`config.mk`:
```
export PLATFORM = sky130hd
export DESIGN_NAME = chained_issue_seq
export DESIGN_NICKNAME = d
export VERILOG_FILES = /design/src/rtl/cbi_pkg.sv /design/src/rtl/cbi_rotor.sv /design/src/rtl/cbi_chain_ctl.sv /design/src/rtl/cbi_replay.sv /design/src/rtl/chained_issue_seq.sv
export SDC_FILE = /design/constraint.sdc
export NUM_CORES = 1
export LEC_CHECK = 0
export CORE_ASPECT_RATIO = 0.9
export CORE_MARGIN = 2
export CORE_UTILIZATION = 42
export CTS_BUF_LIST = sky130_fd_sc_hd__clkbuf_16
export DETAILED_ROUTE_END_ITERATION = 8
export GPL_TIMING_DRIVEN = 0
export PLACE_DENSITY = 0.93
export SLEW_MARGIN = 20
export SYNTH_ARGS = -nofsm -noshare
export SYNTH_HDL_FRONTEND = slang
export SYNTH_HIERARCHICAL = 1
export SYNTH_SLANG_ARGS = --single-unit
```
`constraint.sdc`:
```
create_clock -name clk -period 3.2 [get_ports clk]
set_clock_uncertainty 0.05 [all_clocks]
set_input_delay 0.32 -clock clk [delete_from_list [all_inputs] [get_ports clk]]
set_output_delay 0.32 -clock clk [all_outputs]
set_load 0.05 [all_outputs]
```
`src/rtl/cbi_pkg.sv`:
```
package cbi_pkg;
  typedef enum logic [1:0] {
    OPC_PLAIN   = 2'd0,
    OPC_BRANCH  = 2'd1,
    OPC_CHAIN   = 2'd2,
    OPC_UNCHAIN = 2'd3
  } opc_t;

  typedef enum logic [1:0] {
    CM_IDLE  = 2'd0,
    CM_PEND  = 2'd1,
    CM_CHAIN = 2'd2
  } cmode_t;
endpackage

```
`src/rtl/cbi_rotor.sv`:
```
module cbi_rotor #(
  parameter int NSLOT = 4,
  parameter int SW    = 2
) (
  input  logic          clk,
  input  logic          rst,
  input  logic          hold,
  output logic [SW-1:0] turn
);
  localparam logic [SW-1:0] LAST = SW'(NSLOT - 1);

  always_ff @(posedge clk) begin
    if (rst)
      turn <= '0;
    else if (!hold)
      turn <= (turn == LAST) ? '0 : turn + 1'b1;
  end


  rot_range_chk: assert property (@(posedge clk) disable iff (rst)
    turn <= LAST);
endmodule

```
`src/rtl/cbi_chain_ctl.sv`:
```
module cbi_chain_ctl import cbi_pkg::*; #(
  parameter int NSLOT  = 4,
  parameter int NCHAIN = 3,
  parameter int SW     = 2
) (
  input  logic             clk,
  input  logic             rst,
  input  logic [SW-1:0]    cur,
  input  logic             start_evt,
  input  logic             end_evt,
  output cmode_t           mode,
  output logic [SW-1:0]    init,
  output logic             chain_now,
  output logic             member,
  output logic [NSLOT-1:0] mask
);
  logic pend_hit;

  assign pend_hit  = (mode == CM_PEND) && (cur == init);
  assign chain_now = (mode == CM_CHAIN) || pend_hit;

  always_ff @(posedge clk) begin
    if (rst) begin
      mode <= CM_IDLE;
      init <= '0;
    end else if (end_evt) begin
      mode <= CM_IDLE;
    end else if (start_evt) begin
      mode <= CM_PEND;
      init <= cur;
    end else if (pend_hit) begin
      mode <= CM_CHAIN;
    end
  end

  // Slots following the initiator in rotation, NCHAIN of them.
  always_comb begin
    mask = '0;
    for (int k = 1; k <= NCHAIN; k++) begin
      int idx;
      idx = int'(init) + k;
      if (idx >= NSLOT) idx = idx - NSLOT;
      mask[SW'(idx)] = 1'b1;
    end
  end

  assign member = chain_now && mask[cur];


  init_hold_chk: assert property (@(posedge clk) disable iff (rst)
    (mode != CM_IDLE) && $past(mode != CM_IDLE) |-> $stable(init));


  start_pend_chk: assert property (@(posedge clk) disable iff (rst)
    start_evt && !end_evt |=> mode == CM_PEND);


  init_not_member_chk: assert property (@(posedge clk) disable iff (rst)
    chain_now |-> !mask[init]);
endmodule

```
`src/rtl/cbi_replay.sv`:
```
module cbi_replay #(
  parameter int IW = 32
) (
  input  logic          clk,
  input  logic          rst,
  input  logic          load,
  input  logic          vin,
  input  logic [IW-1:0] din,
  output logic          rep_v,
  output logic [IW-1:0] rep_i
);
  always_ff @(posedge clk) begin
    if (rst) begin
      rep_v <= 1'b0;
      rep_i <= '0;
    end else if (load) begin
      rep_v <= vin;
      rep_i <= din;
    end
  end
endmodule

```
`src/rtl/chained_issue_seq.sv`:
```
module chained_issue_seq import cbi_pkg::*; #(
  parameter int NSLOT   = 4,
  parameter int NCHAIN  = NSLOT - 1,
  parameter int IW      = 32,
  parameter int IDW     = 8,
  parameter int ID_BASE = 0,
  localparam int SW     = (NSLOT > 1) ? $clog2(NSLOT) : 1
) (
  input  logic                      clk,
  input  logic                      rst,
  input  logic [NSLOT-1:0]          fetch_valid,
  input  logic [NSLOT-1:0][1:0]     fetch_op,
  input  logic [NSLOT-1:0][IW-1:0]  fetch_instr,
  output logic [NSLOT-1:0]          fetch_ack,
  output logic                      iss_valid,
  output logic                      iss_replica,
  output logic [SW-1:0]             iss_src_slot,
  output logic [SW-1:0]             iss_rf,
  output logic [IDW-1:0]            iss_slot_id,
  output logic [IW-1:0]             iss_instr,
  output logic                      iss_redirect,
  output logic [NSLOT-1:0]          suspend_mask,
  output logic [NSLOT-1:0]          chain_err
);
  logic [SW-1:0]    cur;
  logic             bubble_q;
  cmode_t           mode;
  logic [SW-1:0]    init;
  logic             chain_now, member;
  logic [NSLOT-1:0] mask;
  logic             rep_v;
  logic [IW-1:0]    rep_i;

  logic             own_v;
  opc_t             own_op;
  logic [IW-1:0]    own_i;
  logic             take_own, at_init, is_start, is_endcmd, noop, consume;
  logic             start_evt, end_evt, rep_load, rep_vin;
  logic [NSLOT-1:0] err_d;

  cbi_rotor #(.NSLOT(NSLOT), .SW(SW)) u_rot (
    .clk(clk), .rst(rst), .hold(bubble_q), .turn(cur)
  );

  cbi_chain_ctl #(.NSLOT(NSLOT), .NCHAIN(NCHAIN), .SW(SW)) u_ctl (
    .clk(clk), .rst(rst), .cur(cur), .start_evt(start_evt), .end_evt(end_evt),
    .mode(mode), .init(init), .chain_now(chain_now), .member(member), .mask(mask)
  );

  cbi_replay #(.IW(IW)) u_rep (
    .clk(clk), .rst(rst), .load(rep_load), .vin(rep_vin), .din(own_i),
    .rep_v(rep_v), .rep_i(rep_i)
  );

  assign own_v     = fetch_valid[cur];
  assign own_op    = opc_t'(fetch_op[cur]);
  assign own_i     = fetch_instr[cur];
  assign take_own  = !bubble_q && !member;
  assign at_init   = (cur == init);
  assign is_start  = (own_op == OPC_CHAIN);
  assign is_endcmd = (own_op == OPC_UNCHAIN) && chain_now && at_init;
  assign noop      = is_start && (mode != CM_IDLE);
  assign consume   = take_own && own_v;
  assign start_evt = consume && is_start && (mode == CM_IDLE);
  assign end_evt   = consume && is_endcmd;
  assign rep_load  = take_own && chain_now && at_init;
  assign rep_vin   = own_v && !noop && !is_endcmd;

  for (genvar g = 0; g < NSLOT; g++) begin : g_slot
    assign fetch_ack[g] = consume && (cur == SW'(g));
    assign err_d[g]     = consume && noop && (cur == SW'(g));
  end

  always_ff @(posedge clk) begin
    if (rst) begin
      bubble_q     <= 1'b0;
      iss_valid    <= 1'b0;
      iss_replica  <= 1'b0;
      iss_src_slot <= '0;
      iss_rf       <= '0;
      iss_slot_id  <= '0;
      iss_instr    <= '0;
      iss_redirect <= 1'b0;
      suspend_mask <= '0;
      chain_err    <= '0;
    end else begin
      bubble_q     <= end_evt;
      iss_valid    <= !bubble_q && (member ? rep_v : (own_v && !noop));
      iss_replica  <= !bubble_q && member;
      iss_src_slot <= member ? init : cur;
      iss_rf       <= cur;
      iss_slot_id  <= IDW'(ID_BASE) + IDW'(cur);
      iss_instr    <= member ? rep_i : own_i;
      iss_redirect <= consume && (own_op == OPC_BRANCH);
      suspend_mask <= (!bubble_q && chain_now) ? mask : '0;
      chain_err    <= err_d;
    end
  end


  ack_onehot_chk: assert property (@(posedge clk) disable iff (rst)
    $onehot0(fetch_ack));


  own_not_suspended_chk: assert property (@(posedge clk) disable iff (rst)
    iss_valid && !iss_replica |-> !suspend_mask[iss_rf]);


  replica_redirect_chk: assert property (@(posedge clk) disable iff (rst)
    iss_replica |-> !iss_redirect);


  err_onehot_chk: assert property (@(posedge clk) disable iff (rst)
    $onehot0(chain_err));


  end_bubble_chk: assert property (@(posedge clk) disable iff (rst)
    end_evt |=> bubble_q);


  bubble_out_chk: assert property (@(posedge clk) disable iff (rst)
    bubble_q |=> !iss_valid && (suspend_mask == '0));
endmodule

```
==> metrics.cfg, run 1 <==
[yosys]
ys.flop_type = dfxtp_1
yosysSeqAreaShare = 0.406
synth.most_common_cell = dfxtp_1
synth_cell_types = 37
yosys.area.top_type = dfxtp_1
synth.avg_cell_area_um2 = 11.3
synthCells = 380
synth_seq_cells = 87
yosys-top-cells-count = dfxtp_1 (87), nor2_1 (84), mux2i_1 (75)
netlist.area_leader.share = 0.406
ys.warnings.count = 6
synth.cell_area_mm2 = 0.00429
synth_area_leaders = dfxtp_1 (41%), mux2i_1 (17%), mux4_2 (17%)
synth-async-reset-ratio = 0
synth_edf_count = 0

[worst_hold_path]
holdPathEnd = iss_valid
worstHoldPathType = register to register
holdPathStages = 1
hp-start = u_rep/rep_v

[worst_setup_path]
rr_startpoint = u_ctl/init[0]
end_kind = primary output
critPathMaxStageDelay_ns = 0.41
cp.required_ns = 2.83
cp_cell_sequence = inv_1 > ha_1 > mux2i_1 > nand2_1 > o21ai_0 > a211oi_1 > buf_4 > nor2_2 > nand2_2 > nor2_1 > buf_6
reg2reg_slack_ns = 0.26
path_buf_inv = 3
criticalPathCategory = register to primary output
crit_family = simple AND/OR/NAND/NOR gates
regToRegEndpoint = u_rep/rep_i[11]
slowest_stage = dfxtp_4
cp_max_fo = 10
reg2regPathDepth = 13
start_kind = register
arrival_ns = 2.61

[power_and_ir_drop]
power.density_mw_per_mm2 = 515
vdd_ir_drop_max_uv = 296
p_leak_nw = 2.48

[cts]
hold_buffers = 0
h-tree-depth = 3
cts_tree = done
cts_buffers = 9
cts_buffer_depth = 2
cts_num_sinks = 87
clk-insertion-delay-late_ns = 0.33
cts_root_buffer = clkbuf_16
clkTransAtPathRegs_ns = 0.07

[timing]
grt_setup_unrepaired = false
fin_crit_ns = 2.98
slew_viol_final = 0
holdWs_ns = 0.443
setup_viol = 0
fmax_ghz = 0.336
slew_headroom = 0.530
fin_crit_sh = 0.931
worst_pin_slew_ns = 0.705
finalHoldViolations = 0

[global_routing]
grt.met2_usage = 0.423
globalRouteOverflowTotal = 0
grt_pass1_vias = 3947
grt_first_pass_wirelength_um = 19500
antenna_found_initial = 0
busiest_layer = met2
grtUsageTotal = 0.221
gr-usage-met1 = 0.244
grt_max_degree = 17
grtUsageMet3 = 0.0592

[layout]
area_delta_synth_final_pct = 57.1
postLayoutCoreUtil = 0.689
n_fill_cell = 732
layout-drive-gt1-share = 0.161
n_antenna_cell = 0
multi_input_area_mm2 = 0.00232
finalNetCount = 743
stdcell_count = 724
ff_latch_area_mm2 = 0.00175

[route]
final_antenna_net_count = 0
avgViaCountPerCell = 5.16
drt_first_iter_violations = 83
drt_pass1_iterations = 4
drc_errors = 0
wl_per_cell_um = 17.1
finalWirelength_um = 12400
dr_total_vias = 3734

[floorplan]
rows = 34
io-pin-count = 201
initial_core_util = 0.438
core_area_mm2 = 0.00978
die_w_um = 111
die_area_mm2 = 0.0110
dieHeight_um = 99.9

[placement]
io_buffers = 194
hpwl_um = 9620
gp_congestion = 0.766
placed_cells = 705

[status]
status = finished, final reports clean

[job]
max_cap_violations = 0

final cells by class:
cell class / instances / area share
clock inverter: 7 / 0.00835
multi-input combinational: 259 / 0.345
sequential: 87 / 0.260
inverter: 5 / 0.00278
tap: 126 / 0.0234
buffer: 34 / 0.0368
clock buffer: 9 / 0.0334
timing repair buffer: 197 / 0.291
metrics by stage:
step / setup slack (ns) / TNS (ns) / total power, mW / instance area, µm²
finish: 0.220 / 0 / 3.47 / 6740
detailed placement: -0.598 / -10.69 / 2.51 / 6410
floorplan: 0.177 / 0 / 2.06 / 4310
CTS: 0.0433 / 0 / 3.49 / 6690
global route: 0.0334 / 0 / 3.62 / 6740
global placement: -0.453 / -7.01 / 2.48 / 6410
kinds of logic after synthesis:
kind of cell	after synthesis	share of synthesized area
other	1	0.000874
buffers and inverters	39	0.0612
AO/OA/AOI/OAI	14	0.0201
flip-flops	87	0.406
adder cells (fa/ha/maj)	8	0.0233
multiplexers	111	0.356
AND/OR/NAND/NOR	115	0.119
XOR/XNOR	5	0.0137
power by group:
| part | total, mW | leakage [nW] | switching, mW | internal, mW |
|---|---|---|---|---|
| Clock | 0.979 | 0.136 | 0.445 | 0.534 |
| Sequential | 1.24 | 0.714 | 0.0496 | 1.19 |
| Combinational | 1.26 | 1.63 | 0.666 | 0.591 |
| Total | 3.47 | 2.48 | 1.16 | 2.31 |
per-layer routing:
metal	wire length, µm	vias to the layer above
li1	-	1758
met1	4810	1812
met2	6600	150
met3	799	14
met4	167	0
met5	0	-
worst reg2reg max path, delay by kind of cell, from the launching register on:
kind	cells	cell delay (ns)
AOI/OAI and AO/OA	2	0.27
adders and majority gates	1	0.34
DFF	1	0.41
and+or+nand+nor	3	0.39
muxes	2	0.46
buffers and inverters	5	0.91
flip-flops by register name, indices dropped and copies added (netlist names):
name	count
u_rep/rep_v	1
iss_src_slot	2
chain_err	4
suspend_mask	4
iss_instr	32
u_rep/rep_i	32
iss_replica	1
iss_valid	1
u_ctl/mode	2
u_ctl/init	2
iss_redirect	1
iss_rf	2
bubble_q	1
u_rot/turn	2
cell usage in the layout (no fill, tap or decap), drive strengths merged, types with 3 or more instances in the layout:
master / netlist / layout
inv: 5 / 7
dfxtp: 87 / 87
conb: 1 / 6
nor2: 84 / 84
clkbuf: 11 / 19
nand3: 3 / 3
a21oi: 5 / 5
xnor2: 4 / 4
mux4: 33 / 33
nor3: 5 / 5
and3: 5 / 5
nand2: 5 / 5
clkinv: 0 / 4
mux2: 3 / 3
buf: 23 / 31
clkdlybuf4s50: 0 / 190
nor2b: 3 / 3
mux2i: 75 / 75
o21ai: 6 / 6
ha: 8 / 8
worst max-delay path by stage:
stage	startpoint	to	slack (ns)	depth (start not counted)
5_1_grt	u_ctl/init[0]	fetch_ack[3]	0.03	11
4_1_cts	u_ctl/init[0]	fetch_ack[0]	0.04	11
3_3_place_gp	u_ctl/init[1]	fetch_ack[2]	-0.45	11
3_5_place_dp	u_ctl/init[1]	fetch_ack[0]	-0.60	11
6_report	u_ctl/init[0]	fetch_ack[3]	0.22	11
2_1_floorplan	u_ctl/init[1]	fetch_ack[1]	0.18	10
what timing repair did:
| action | 4_1_cts | 5_1_grt |
|---|---|---|
| setup endpoints to repair | 40 | 36 |
| hold endpoints to repair | 0 | 0 |
| gates resized for setup | 29 | 8 |
| buffers inserted | 0 | 3 |
Note: power is estimated with default switching activity, not from simulation.
==> run 2, diff against run 1 <==
CORE_UTILIZATION = 43   (was 42)
PLACE_DENSITY = 0.92   (was 0.93)
SYNTH_HIERARCHICAL = not set   (was 1)
==> run 2 against run 1 <==
The run now ends with DRC left. First-iteration DRC count rose to 3.2 times the previous value. Via count up 17%. Power up 4.7%. Die area up 5.2%. Critical path type unchanged. Fmax down 2.2%. Critical endpoint is now fetch_ack[0]. Highest routed layer unchanged. Non-clock buffer count up 12.
==> metrics.cfg, run 2 <==
[placement]
postPlaceCellArea_mm2 = 0.00675  ; was 0.00641 mm²
io_buffers = 194  ; unchanged
hpwl_um = 10900  ; was 9620 µm
gp_congestion = 0.893  ; was 0.766
pre_cts_ws_ns = -0.291  ; was -0.598 ns

[timing]
setup_viol = 0  ; unchanged
finalHoldViolations = 0  ; unchanged
slew_headroom = 0.298  ; was 0.530
holdWs_ns = 0.416  ; was 0.443 ns
fin_crit_sh = 0.952  ; was 0.931
setup_tns_ns = 0  ; unchanged
fin_crit_ns = 3.05  ; was 2.98 ns
fmax_ghz = 0.328  ; was 0.336 GHz
grt_setup_unrepaired = false  ; unchanged
worst_pin_slew_ns = 1.05  ; was 0.705 ns
setup_ws_ns = 0.153  ; was 0.220 ns
slew_viol_final = 0  ; unchanged

[layout]
finalNetCount = 818  ; was 743
n_fill_cell = 816  ; was 732
n_antenna_cell = 0  ; unchanged
area_delta_synth_final_pct = 52.3  ; was 57.1%
layout-drive-gt1-share = 0.121  ; was 0.161
final_cell_mix = clkdlybuf4s50_1 (190), dfxtp_1 (85), nand2b_1 (64), o21ai_0 (39), a21oi_1 (39)  ; was clkdlybuf4s50_1 (190), dfxtp_1 (85), nor2_1 (83), mux2i_1 (75), mux4_2 (33)
final_common_cell = clkdlybuf4s50_1  ; unchanged
ff_latch_area_mm2 = 0.00174  ; was 0.00175 mm²
postLayoutCoreUtil = 0.679  ; was 0.689
reg.largest.list = iss_instr x32, u_rep.rep_i x32  ; was iss_instr x32, u_rep/rep_i x32
multi_input_area_mm2 = 0.00262  ; was 0.00232 mm²
finish.instance_area_mm2 = 0.00705  ; was 0.00674 mm²

[job]
max_cap_violations = 0  ; unchanged

[route]
dr_total_vias = 4358  ; was 3,734
finalWirelength_um = 14000  ; was 12,400 µm
drt_first_iter_violations = 264  ; was 83
wl_per_cell_um = 17.6  ; was 17.1 µm
final_antenna_net_count = 0  ; unchanged
drt_pass1_iterations = 7  ; was 4
avgViaCountPerCell = 5.45  ; was 5.16
drc_errors = 2  ; was 0

[worst_setup_path]
start_kind = register  ; unchanged
cp_max_fo = 10  ; unchanged
end_kind = primary output  ; unchanged
arrival_ns = 2.68  ; was 2.61 ns
criticalPathCategory = register to primary output  ; unchanged
cp.required_ns = 2.83  ; about the same

[cts]
cts_buffers = 9  ; unchanged
cts_root_buffer = clkbuf_16  ; unchanged
clk-insertion-delay-late_ns = 0.33  ; about the same
h-tree-depth = 3  ; unchanged
cts_buffer_depth = 2  ; unchanged
hold_buffers = 0  ; unchanged
cts_tree = done  ; unchanged
cts_setup_buffers = 0  ; unchanged
clkTransAtPathRegs_ns = 0.07  ; about the same
cts_num_sinks = 87  ; unchanged

[worst_hold_path]
worstHoldPathType = register to register  ; unchanged

[yosys]
synth.cell_area_mm2 = 0.00463  ; was 0.00429 mm²
synth.most_common_cell = dfxtp_1  ; unchanged
synth_compound_area_frac = 0.105  ; was 0.0201
synthCells = 455  ; was 380
synth-async-reset-ratio = 0  ; unchanged
synthSimpleGateAreaFrac = 0.165  ; was 0.119
yosysSeqAreaShare = 0.376  ; was 0.406
synth_edf_count = 0  ; unchanged
netlist.area_leader.share = 0.376  ; was 0.406
synth_area_leaders = dfxtp_1 (38%), mux4_2 (17%), nand2b_1 (8.6%)  ; was dfxtp_1 (41%), mux2i_1 (17%), mux4_2 (17%)
synth_top_family_by_area = multiplexers  ; unchanged
synth_cell_types = 38  ; was 37
yosys-top-cells-count = dfxtp_1 (87), nand2b_1 (64), a21oi_1 (39), o21ai_0 (39), mux2i_1 (38)  ; was dfxtp_1 (87), nor2_1 (84), mux2i_1 (75)
synthMuxAreaShare = 0.252  ; was 0.356
yosys.area.top_type = dfxtp_1  ; unchanged
synth_seq_cells = 87  ; unchanged
synthXorXnorAreaFrac = 0.00892  ; was 0.0137
synth-adder-area-share = 0.0297  ; was 0.0233
ys.warnings.count = 0  ; was 6
synth.avg_cell_area_um2 = 10.2  ; was 11.3 µm²
ys.flop_type = dfxtp_1  ; unchanged

[power_and_ir_drop]
vdd_ir_drop_max_uv = 348  ; was 296 µV
p_sw_frac = 0.330  ; was 0.334
power.density_mw_per_mm2 = 516  ; was 515 mW/mm²
switchingPower_mw = 1.20  ; was 1.16 mW
intPower_mw = 2.44  ; was 2.31 mW
p_leak_nw = 2.76  ; was 2.48 nW
clockPowerShare = 0.304  ; was 0.282
sequentialPowerShare = 0.340  ; was 0.356
comb_power_share = 0.356  ; was 0.362

[status]
violations = DRC
status = finished with violations  ; was finished, final reports clean

[global_routing]
grt_pass1_vias = 4589  ; was 3,947
grtUsageTotal = 0.243  ; was 0.221
grt_max_degree = 15  ; was 17
globalRouteOverflowTotal = 0  ; unchanged
grt_first_pass_wirelength_um = 22200  ; was 19,500 µm
antenna_found_initial = 0  ; unchanged

[floorplan]
die_w_um = 113  ; was 111 µm
die_area_mm2 = 0.0116  ; was 0.0110 mm²
dieHeight_um = 102  ; was 99.9 µm
initial_core_util = 0.446  ; was 0.438
rows = 35  ; was 34
core_area_mm2 = 0.0104  ; was 0.00978 mm²
io-pin-count = 201  ; unchanged

[run 2: path summary, 6_finish.rpt]
check / from / to / slack (ns) / depth (start not counted)
min: u_rep.rep_i[18] / iss_instr[18] / 0.42 / 2
max reg2reg: u_ctl.init[1] / iss_redirect / 0.32 / 7
max: u_ctl.init[1] / fetch_ack[0] / 0.15 / 9
min reg2reg: u_rep.rep_i[18] / iss_instr[18] / 0.42 / 2
[run 2: power groups by stage]
| stage | clock (mW) | combinational, mW | sequential (mW) |
|---|---|---|---|
| 3_3_place_gp | 0 | 1.26 | 1.25 |
| 4_1_cts | 1.11 | 1.30 | 1.24 |
| 5_1_grt | 1.16 | 1.38 | 1.25 |
| 6_report | 1.11 | 1.30 | 1.24 |
| 2_1_floorplan | 0 | 0.591 | 1.48 |
| 3_5_place_dp | 0 | 1.29 | 1.26 |
[run 2: final cells by class]
type	count	area share
Timing Repair Buffer	194	0.273
Clock buffer	9	0.0319
Buffer	49	0.0381
Sequential cell	87	0.247
Inverter	5	0.00266
Multi-Input combinational cell	319	0.372
Tap cell	129	0.0229
Clock inverter	7	0.0126
[run 2: critical path, cell delays in order, from the launching register on]
cell and delay, ns:
dfxtp_2 0.44, inv_1 0.13, ha_1 0.34, mux2i_1 0.24, nand2_1 0.10, o22a_1 0.22
buf_2 0.20, nand2_2 0.20, and3_1 0.20, buf_2 0.27
[run 2: cell families after synthesis]
group	after synthesis
AOI/OAI and AO/OA	90
xor gates and xnor gates	3
adders and majority gates	11
buffers and inverters	54
DFF	87
muxes	73
other	1
and+or+nand+nor	136
[run 2: metal layers]
metal	wire (µm)	GRT usage	up-vias
li1	-	-	2038
met1	5520	0.291	2079
met2	7210	0.443	220
met3	1080	0.0469	21
met4	226	0.0779	0
met5	0	0	-
[run 2: per-stage QoR]
| stage | power (mW) | std cells |
|---|---|---|
| after floorplan | 2.07 | 460 |
| after global placement | 2.51 | 783 |
| after detailed placement | 2.55 | 783 |
| after CTS | 3.65 | 799 |
| after global routing | 3.79 | 799 |
| final | 3.64 | 799 |
[run 2: what timing repair did]
item                       CTS  global route
hold endpoints to repair     0             0
resized for setup           15             8
setup endpoints to repair    4             4
==> run 3, diff against run 2 <==
CTS_CLUSTER_SIZE = 12   (was not set)
==> results of run 3 <==
Same layout as run 2: the final DEF is identical, and so are final timing and power.
